`src/rtl/lpt_pkg.sv`:
```
package lpt_pkg;
    typedef enum logic [1:0] {
        ST_IDLE,
        ST_RUN_CONT,
        ST_RUN_SINGLE,
        ST_DONE
    } lpt_state_e;

    localparam int unsigned FLAG_CMP  = 0;
    localparam int unsigned FLAG_ARR  = 1;
    localparam int unsigned FLAG_TRIG = 2;
    localparam int unsigned NUM_FLAGS = 3;
endpackage

```
`src/rtl/lpt_prescaler.sv`:
```
module lpt_prescaler #(
    parameter int unsigned SEL_W = 3
) (
    input  logic             clk,
    input  logic             rst_n,
    input  logic             clr,
    input  logic             run,
    input  logic [SEL_W-1:0] sel,
    output logic             tick
);
    localparam int unsigned DIV_W = (1 << SEL_W) - 1;

    logic [DIV_W-1:0] pre_q;
    logic [DIV_W-1:0] mask;

    assign mask = ~({DIV_W{1'b1}} << sel);
    assign tick = ((pre_q & mask) == mask);

    always_ff @(posedge clk or negedge rst_n) begin
        if (!rst_n)      pre_q <= '0;
        else if (clr)    pre_q <= '0;
        else if (run)    pre_q <= pre_q + 1'b1;
        else             pre_q <= '0;
    end
endmodule

```
`src/rtl/lpt_trig_filter.sv`:
```
module lpt_trig_filter #(
    parameter int unsigned FILT_LEN = 3
) (
    input  logic clk,
    input  logic rst_n,
    input  logic trig_in,
    input  logic trig_pol,
    output logic trig_ev
);
    logic [1:0]          sync_q;
    logic [FILT_LEN-1:0] shift_q;
    logic                filt_q;
    logic                filt_d1_q;

    always_ff @(posedge clk or negedge rst_n) begin
        if (!rst_n) begin
            sync_q    <= '0;
            shift_q   <= '0;
            filt_q    <= 1'b0;
            filt_d1_q <= 1'b0;
        end else begin
            sync_q    <= {sync_q[0], trig_in};
            shift_q   <= {shift_q[FILT_LEN-2:0], sync_q[1]};
            filt_d1_q <= filt_q;
            if (&shift_q)       filt_q <= 1'b1;
            else if (~|shift_q) filt_q <= 1'b0;
        end
    end

    assign trig_ev = trig_pol ? (filt_d1_q & ~filt_q) : (~filt_d1_q & filt_q);

    assert_ev_single_R11: assert property (@(posedge clk) disable iff (!rst_n)
        (trig_ev && $stable(trig_pol)) |=> !trig_ev);
endmodule

```
`src/rtl/lpt_flags.sv`:
```
module lpt_flags #(
    parameter int unsigned N = 3
) (
    input  logic         clk,
    input  logic         rst_n,
    input  logic [N-1:0] set,
    input  logic [N-1:0] clr,
    input  logic [N-1:0] mask,
    output logic [N-1:0] flags,
    output logic         irq
);
    logic [N-1:0] flag_q;

    for (genvar i = 0; i < N; i++) begin : g_flag
        always_ff @(posedge clk or negedge rst_n) begin
            if (!rst_n)      flag_q[i] <= 1'b0;
            else if (set[i]) flag_q[i] <= 1'b1;
            else if (clr[i]) flag_q[i] <= 1'b0;
        end

        assert_sticky_R8: assert property (@(posedge clk) disable iff (!rst_n)
            (flag_q[i] && !clr[i]) |=> flag_q[i]);
    end

    assign flags = flag_q;
    assign irq   = |(flag_q & mask);
endmodule

```
`src/rtl/lpt_core.sv`:
```
module lpt_core
    import lpt_pkg::*;
#(
    parameter int unsigned CNT_W = 16,
    parameter int unsigned SYNC_DLY = 3
) (
    input  logic             clk,
    input  logic             rst_n,
    input  logic             enable,
    input  logic             cont_start,
    input  logic             single_start,
    input  logic             wave_mode,
    input  logic             out_pol,
    input  logic [CNT_W-1:0] arr_val,
    input  logic [CNT_W-1:0] cmp_val,
    input  logic             cnt_rst_req,
    input  logic             rd_clr,
    input  logic             tick,
    output logic [CNT_W-1:0] cnt_q,
    output logic             wave_out,
    output logic             cmp_hit,
    output logic             arr_hit,
    output logic             psc_clr,
    output logic             psc_run
);
    lpt_state_e          state_q, state_d;
    logic [CNT_W-1:0]    cnt_d;
    logic [SYNC_DLY-1:0] rst_sync_q;
    logic                go_cont, go_single, running, raw;

    assign go_cont   = enable & cont_start;
    assign go_single = enable & single_start & ~cont_start;

    always_comb begin
        state_d = state_q;
        cnt_d   = cnt_q;
        psc_clr = 1'b0;
        unique case (state_q)
            ST_IDLE, ST_DONE: begin
                if (state_q == ST_IDLE) cnt_d = '0;
                if (go_cont) begin
                    state_d = ST_RUN_CONT;
                    cnt_d   = '0;
                    psc_clr = 1'b1;
                end else if (go_single) begin
                    state_d = ST_RUN_SINGLE;
                    cnt_d   = '0;
                    psc_clr = 1'b1;
                end
            end
            ST_RUN_CONT: begin
                if (tick) cnt_d = (cnt_q == arr_val) ? '0 : cnt_q + 1'b1;
            end
            ST_RUN_SINGLE: begin
                if (tick) begin
                    if (cnt_q == arr_val) state_d = ST_DONE;
                    else                  cnt_d   = cnt_q + 1'b1;
                end
            end
        endcase
        if (rst_sync_q[SYNC_DLY-1] || rd_clr) cnt_d = '0;
        if (!enable) begin
            state_d = ST_IDLE;
            cnt_d   = '0;
        end
    end

    always_ff @(posedge clk or negedge rst_n) begin
        if (!rst_n) begin
            state_q    <= ST_IDLE;
            cnt_q      <= '0;
            rst_sync_q <= '0;
        end else begin
            state_q    <= state_d;
            cnt_q      <= cnt_d;
            rst_sync_q <= {rst_sync_q[SYNC_DLY-2:0], cnt_rst_req};
        end
    end

    always_comb begin
        running = (state_q == ST_RUN_CONT) || (state_q == ST_RUN_SINGLE);
        unique case (state_q)
            ST_IDLE:                  raw = 1'b0;
            ST_RUN_CONT, ST_RUN_SINGLE: raw = (cnt_q > cmp_val);
            ST_DONE:                  raw = wave_mode;
        endcase
        wave_out = raw ^ out_pol;
        cmp_hit  = running && (cnt_q >= cmp_val);
        arr_hit  = running && (cnt_q == arr_val);
        psc_run  = running;
    end

    assert_wrap_R2: assert property (@(posedge clk) disable iff (!rst_n)
        (state_q == ST_RUN_CONT && tick && cnt_q == arr_val && enable)
        |=> (cnt_q == '0));

    assert_swrst_R9: assert property (@(posedge clk) disable iff (!rst_n)
        rst_sync_q[SYNC_DLY-1] |=> (cnt_q == '0));

    assert_hold_R4: assert property (@(posedge clk) disable iff (!rst_n)
        (state_q == ST_DONE && enable && !cont_start && !single_start &&
         !rst_sync_q[SYNC_DLY-1] && !rd_clr) |=> (cnt_q == $past(cnt_q)));

    assert_setonce_R5: assert property (@(posedge clk) disable iff (!rst_n)
        (state_q == ST_DONE && $past(state_q) == ST_DONE &&
         $stable(wave_mode) && $stable(out_pol)) |-> $stable(wave_out));
endmodule

```
`src/rtl/lp_pwm_timer.sv`:
```
module lp_pwm_timer
    import lpt_pkg::*;
#(
    parameter int unsigned CNT_W    = 16,
    parameter int unsigned PSC_W    = 3,
    parameter int unsigned FILT_LEN = 3,
    parameter int unsigned SYNC_DLY = 3
) (
    input  logic                 clk,
    input  logic                 rst_n,
    input  logic                 enable,
    input  logic                 cont_start,
    input  logic                 single_start,
    input  logic                 wave_mode,
    input  logic                 out_pol,
    input  logic [PSC_W-1:0]     psc_sel,
    input  logic [CNT_W-1:0]     arr_val,
    input  logic [CNT_W-1:0]     cmp_val,
    input  logic                 cnt_rst_req,
    input  logic                 rst_on_rd,
    input  logic                 cnt_rd,
    input  logic                 trig_in,
    input  logic                 trig_pol,
    input  logic [NUM_FLAGS-1:0] flag_clr,
    input  logic [NUM_FLAGS-1:0] irq_mask,
    output logic [CNT_W-1:0]     cnt_q,
    output logic [NUM_FLAGS-1:0] flags,
    output logic                 irq,
    output logic                 wave_out
);
    logic tick, psc_clr, psc_run, cmp_hit, arr_hit, trig_ev;
    logic [NUM_FLAGS-1:0] flag_set;

    lpt_prescaler #(.SEL_W(PSC_W)) u_psc (
        .clk(clk), .rst_n(rst_n), .clr(psc_clr), .run(psc_run),
        .sel(psc_sel), .tick(tick)
    );

    lpt_core #(.CNT_W(CNT_W), .SYNC_DLY(SYNC_DLY)) u_core (
        .clk(clk), .rst_n(rst_n), .enable(enable), .cont_start(cont_start),
        .single_start(single_start), .wave_mode(wave_mode), .out_pol(out_pol),
        .arr_val(arr_val), .cmp_val(cmp_val), .cnt_rst_req(cnt_rst_req),
        .rd_clr(cnt_rd & rst_on_rd), .tick(tick), .cnt_q(cnt_q),
        .wave_out(wave_out), .cmp_hit(cmp_hit), .arr_hit(arr_hit),
        .psc_clr(psc_clr), .psc_run(psc_run)
    );

    lpt_trig_filter #(.FILT_LEN(FILT_LEN)) u_trig (
        .clk(clk), .rst_n(rst_n), .trig_in(trig_in), .trig_pol(trig_pol),
        .trig_ev(trig_ev)
    );

    always_comb begin
        flag_set            = '0;
        flag_set[FLAG_CMP]  = cmp_hit;
        flag_set[FLAG_ARR]  = arr_hit;
        flag_set[FLAG_TRIG] = trig_ev;
    end

    lpt_flags #(.N(NUM_FLAGS)) u_flags (
        .clk(clk), .rst_n(rst_n), .set(flag_set), .clr(flag_clr),
        .mask(irq_mask), .flags(flags), .irq(irq)
    );
endmodule

```
`config.mk`:
```
export PLATFORM = sky130hd
export DESIGN_NAME = lp_pwm_timer
export DESIGN_NICKNAME = d
export VERILOG_FILES = /design/src/rtl/lpt_pkg.sv /design/src/rtl/lpt_prescaler.sv /design/src/rtl/lpt_trig_filter.sv /design/src/rtl/lpt_flags.sv /design/src/rtl/lpt_core.sv /design/src/rtl/lp_pwm_timer.sv
export SDC_FILE = /design/constraint.sdc
export NUM_CORES = 1
export LEC_CHECK = 0
export BUFFER_PORTS_ARGS = -buffer_cell sky130_fd_sc_hd__buf_2
export CAP_MARGIN = 20
export CORE_MARGIN = 2
export CORE_UTILIZATION = 52
export DETAILED_ROUTE_END_ITERATION = 16
export PLACE_DENSITY = 0.8
export SYNTH_ARGS = -nofsm -noshare
export SYNTH_HDL_FRONTEND = slang
export SYNTH_HIERARCHICAL = 1
export SYNTH_SLANG_ARGS = --single-unit
```
`constraint.sdc`:
```
create_clock -name clk -period 2.65 [get_ports clk]
set_input_delay 0 -clock clk [delete_from_list [all_inputs] [get_ports clk]]
set_output_delay 0 -clock clk [all_outputs]
set_load 0.01 [all_outputs]
```
After elaboration in Yosys (flattened, before gate mapping)
Cells that the tools add are included.
Word-level totals
  bits in registers: 38
  word-level logic and storage cells: 89
Operators by class
  add/subtract/negate cells: 2
  order comparisons: 2
  equal/unequal tests: 14
  shift-type cells: 1
  muxes and demuxes: 31
  bitwise logic cells: 13
  reductions and logical operators: 15
Operators with widths (number)
  two-way mux 16 bit: 9
  case mux 16 bit (3 select lines): 1
  adder 16 x 1 -> 16 bit, second input constant: 1
  equality test 16 bit: 1
  greater-or-equal comparator 16 bit: 1
  greater-than comparator 16 bit: 1
  two-way mux 7 bit: 2
  two-way mux 1 bit: 12
  two-way mux 2 bit: 5
  != test 4 x 3 -> 1 bit, second input constant: 2
  AND reduction 4 bit: 2
  adder 7 x 1 -> 7 bit, second input constant: 1
  bitwise AND 7 bit: 1
  equality test 7 bit: 1
  NOT 7 bit: 1
  << shifter 7 x 3 -> 7 bit, first input constant: 1
  bitwise AND 1 bit: 6
  != test 6 x 2 -> 1 bit, second input constant: 1
  nonzero test 2 bit: 3
  OR reduction 3 bit: 2
  equality test 2 bit, second input constant: 2
  != test 4 x 2 -> 1 bit, second input constant: 1
  != test 4 bit, second input constant: 1
  case mux 2 bit (2 select lines): 1
  other kinds (14): 19

Logic depth before layout (Yosys ltp)
  word-level depth: 8
  depth in mapped cells: 10

Modules after synthesis
Netlist, hierarchy kept.
By module, submodules not included
  lpt_core: instances 1, cells each 209, area an instance 1841.8 µm²
  lpt_prescaler: instances 1, cells each 41, area an instance 377.9 µm²
  lpt_trig_filter: instances 1, cells each 14, area an instance 210.2 µm²
  lpt_flags: instances 1, cells each 11, area an instance 123.9 µm²
  lp_pwm_timer: instances 1, cells each 1, area an instance 6.3 µm²

Worst setup path before layout
OpenSTA, ideal clock, no wires.
  path type: flip-flop to flip-flop
  from: register u_core.cnt_q[0]
  to: register u_core.cnt_q[14]
  arrival: 2.136 ns
  required time: 2.564 ns
  slack: 0.429 ns
  cell stages (with the launch flop): 7
  path buffers: 0
  period minus slack after synthesis: 2.221 ns
  cell sequence: dfrtp_1 ha_1 nand3_2 or4_4 or2_4 or3_1 o221ai_2
On the way
  word-level cells in the longest chain between the ends: 6
Ends and longest elaborated chain
  from (decl): RTL line lpt_core.sv:19  | output logic [CNT_W-1:0] cnt_q,
  from (signal assigned): RTL line lpt_core.sv:75  | cnt_q <= cnt_d;
  adder 16 x 1 -> 16 bit / equality test 16 bit (equally long branches): RTL line lpt_core.sv:52, lpt_core.sv:57, lpt_core.sv:56
  two-way mux 16 bit (on tied branches): RTL line lpt_core.sv:56, lpt_core.sv:52
  two-way mux 16 bit (on tied branches): RTL line lpt_core.sv:55, lpt_core.sv:52
  case mux 16 bit (3 select lines): RTL line lpt_core.sv:38  | unique case (state_q)
  two-way mux 16 bit: RTL line lpt_core.sv:61  | if (rst_sync_q[SYNC_DLY-1] || rd_clr) cnt_d = '0;
  two-way mux 16 bit: RTL line lpt_core.sv:62  | if (!enable) begin
Several ways; a longest one is shown, not always the timed one. The select of a mux whose other input is x is not followed.
A chain may end at the register's enable or synchronous reset.

Worst setup path in the final report
  from: register u_core.state_q[0]
  to: register u_core.cnt_q[11]
On the way
  word-level cells in the longest chain between the ends: 5
Ends and longest elaborated chain
  from (decl): RTL line lpt_core.sv:26  | lpt_state_e state_q, state_d;
  from (signal assigned): RTL line lpt_core.sv:74  | state_q <= state_d;
  equality test 2 bit / zero test 2 bit (equally long branches): RTL line lpt_core.sv:38, lpt_core.sv:40
  OR reduction 2 bit: RTL line lpt_core.sv:38
  case mux 16 bit (3 select lines): RTL line lpt_core.sv:38
  two-way mux 16 bit: RTL line lpt_core.sv:61
  two-way mux 16 bit: RTL line lpt_core.sv:62
Several ways; a longest one is shown, not always the timed one.

==> metrics.cfg <==
[placement]
place_area_um2 = 3040
dpl.hpwl_um = 4830
gp_congestion = 0.907
dp.cells = 419
pre_cts_ws_ps = 192
portBuffers = 73

[cts]
cts.sinks = 38
cts_tree = yes
h-tree-depth = 2
path_clk_slew_ps = 70
postCtsSetupRepairBufs = 0
cts_root_buffer = clkbuf_8
clk_path_buf_depth = 2
numCtsBuffers = 5
clock_latency_ps = 290

[synthesis]
synth_area_leaders = dfrtp_1, ha_1, xnor2_1
synth_flop_cell = dfrtp_1
synth_xor_area_frac = 0.0650
avgSynthCellArea_um2 = 9.28
muxShareOfSynthArea = 0.00391
synth_commonest_cells = dfrtp_1, nand2_1, inv_1
synthCells = 276
post-synth-top-count-cell = dfrtp_1
yosys.cell_types.count = 54
ys_warn_count = 6
async_flop_share = 1.00
synth_fp_nets = 351
seq_area_frac_synth = 0.371
synth_area_leader_cell = dfrtp_1
synth_adder_area_share = 0.108
synth_top_family_by_area = compound AO/OA/AOI/OAI gates
ys_seq_elements = 38
synthSimpleGateAreaFrac = 0.200
synth_area_um2 = 2560
synth_edf_count = 0
synth_top_area_share = 0.371
synth_compound_area_frac = 0.208

[setup_path]
r2r_cells = 7
path_class = flop to flop
cpPeakStageDelay_ps = 570
arrival_ps = 2660
crit_fanout = 12
cp_num_buf_inv = 1
worstSetupStartpoint = u_core/state_q[0]
startpoint_type = flop
cp_data_required_time_ps = 2810
crit_slowest_cell = or4_1
r2r_start = u_core/state_q[0]
path_cells = inv_1, ha_1, or4_1, nand2_1, o211a_2, or2_1, o31ai_1
r2r-end = u_core/cnt_q[11]
cp-end-kind = flop
r2r_slack_ps = 150
crit_family = simple AND/OR/NAND/NOR gates

[grt]
grt_max_degree = 39
grt_pass1_wl_um = 10500
grt_overflow = 0
antenna_found_initial = 0
grt_pass1_vias = 2343
grt_usage = 0.254

[floorplanning]
initial_core_util = 0.542
rows = 25
dieArea_um2 = 5500
ios = 74
die_h_um = 74.2
die_x_um = 74.2
core-area_um2 = 4720

[finish]
final_nets = 441
fin_util = 0.678
area_growth_pct = 25.0
stdcell_area_um2 = 3200
diodes = 0
instances_no_fill = 433
drive_above_1_share = 0.276

[hold_path]
hold_class = primary input to flop
worstHoldStart = cont_start
hold_end = u_core/state_q[1]
whs_path_depth = 4

[drt]
vias = 2368
drt_iter0_markers = 105
drc = 0
ant_nets = 0
routed_wl_um = 6330
drt_pass1_iterations = 4
vias_per_cell = 5.47
wl_per_cell_um = 14.6

[timing]
period_needed_ps = 2500
hold_viol = 0
final.setup.tns_ps = 0
setup_viol = 0
period_share = 0.942
fmax_mhz = 401
clock_skew_ps = 4.66
rsz0062_at_grt = true
slew_violations = 0
relSlewSlack = 0.443
tightest_slew_ps = 835
setup_ws_ps = 154

[power_and_ir_drop]
cellPowerDensity_nw_per_um2 = 457
peakVddDrop_v = 0.000207
p_leak_uw = 0.00158

[flow_run]
drv_cap = 0

[run_status]
status = completed

[logic make-up (layout without fill, tap and decap cells)]
kind of cell	Yosys count	after routing
AOI/OAI and AO/OA	70	70
xor gates and xnor gates	19	19
adders and majority gates	22	22
buffers and inverters	29	119
DFF	38	38
muxes	1	1
and+or+nand+nor	97	97
[state kept, by name, indices dropped and copies added, names as in the netlist]
name	cells
u_core/cnt_q	16
u_psc/pre_q	7
u_core/rst_sync_q	3
u_flags/flags	3
u_trig/shift_q	3
u_core/state_q	2
u_trig/sync_q	2
u_trig/filt_d1_q	1
u_trig/filt_q	1
[worst reg2reg max path: stages (launching register included)]
cell     delay (ps)
dfrtp_1         400
inv_1            80
ha_1            400
or4_1           570
nand2_1         100
o211a_2         210
or2_1           440
o31ai_1         150
[layer usage]
metal / vias up / routed length (um) / track usage
li1: 1172 / - / -
met1: 1113 / 2770 / 0.309
met2: 75 / 3150 / 0.439
met3: 8 / 304 / 0.0556
met4: 0 / 106 / 0.101
met5: - / 0 / 0
[cell type report]
class | count | area, um^2
fill | 402 | 1520
multi-input combinational | 209 | 1510
sequential | 38 | 951
timing repair buffer | 86 | 480
inverter | 26 | 97.6
tap | 67 | 83.8
clock buffer | 5 | 68.8
clock inverter | 2 | 10.0
[through the flow]
stage / power [uW] / hold slack, ps
2_1_floorplan: 937 / -296
4_1_cts: 1470 / 5.95
3_3_place_gp: 1060 / 109
6_report: 1460 / 11.6
5_1_grt: 1550 / 43.4
3_5_place_dp: 1080 / 110
[cell usage in the layout (no fill, tap or decap), types with 8 or more instances in the layout]
cell / instances
o2bb2a_1: 9
o31ai_1: 8
buf_2: 73
ha_1: 22
a21oi_1: 11
nor2_1: 12
inv_1: 26
nand4_1: 9
nand2_1: 34
xnor2_1: 17
nand3_1: 9
o21ai_0: 8
dfrtp_1: 38
[worst max path at each step]
stage / slack [ps] / endpoint / cells after the start
global route: 6 / wave_out / 7
detailed placement: 190 / u_core/cnt_q[10] / 7
global placement: 290 / u_core/cnt_q[14] / 7
CTS: 90 / wave_out / 8
finish: 150 / u_core/cnt_q[11] / 7
floorplan: 430 / u_core/cnt_q[14] / 6
[power breakdown]
group / total [uW] / internal [uW] / switching [uW] / leakage, uW
registers: 654 / 617 / 36.9 / 0.000501
clock network: 383 / 177 / 206 / 0.0000438
logic: 427 / 182 / 244 / 0.00104
total: 1460 / 976 / 487 / 0.00158
[repair_timing]
| item | in CTS | in global routing |
|---|---|---|
| gates resized for setup | 0 | 3 |
| endpoints found under the hold margin | 45 | 0 |
| hold buffers | 7 | 0 |
| setup endpoints to repair | 0 | 2 |
(Power assumes the default switching activity.)
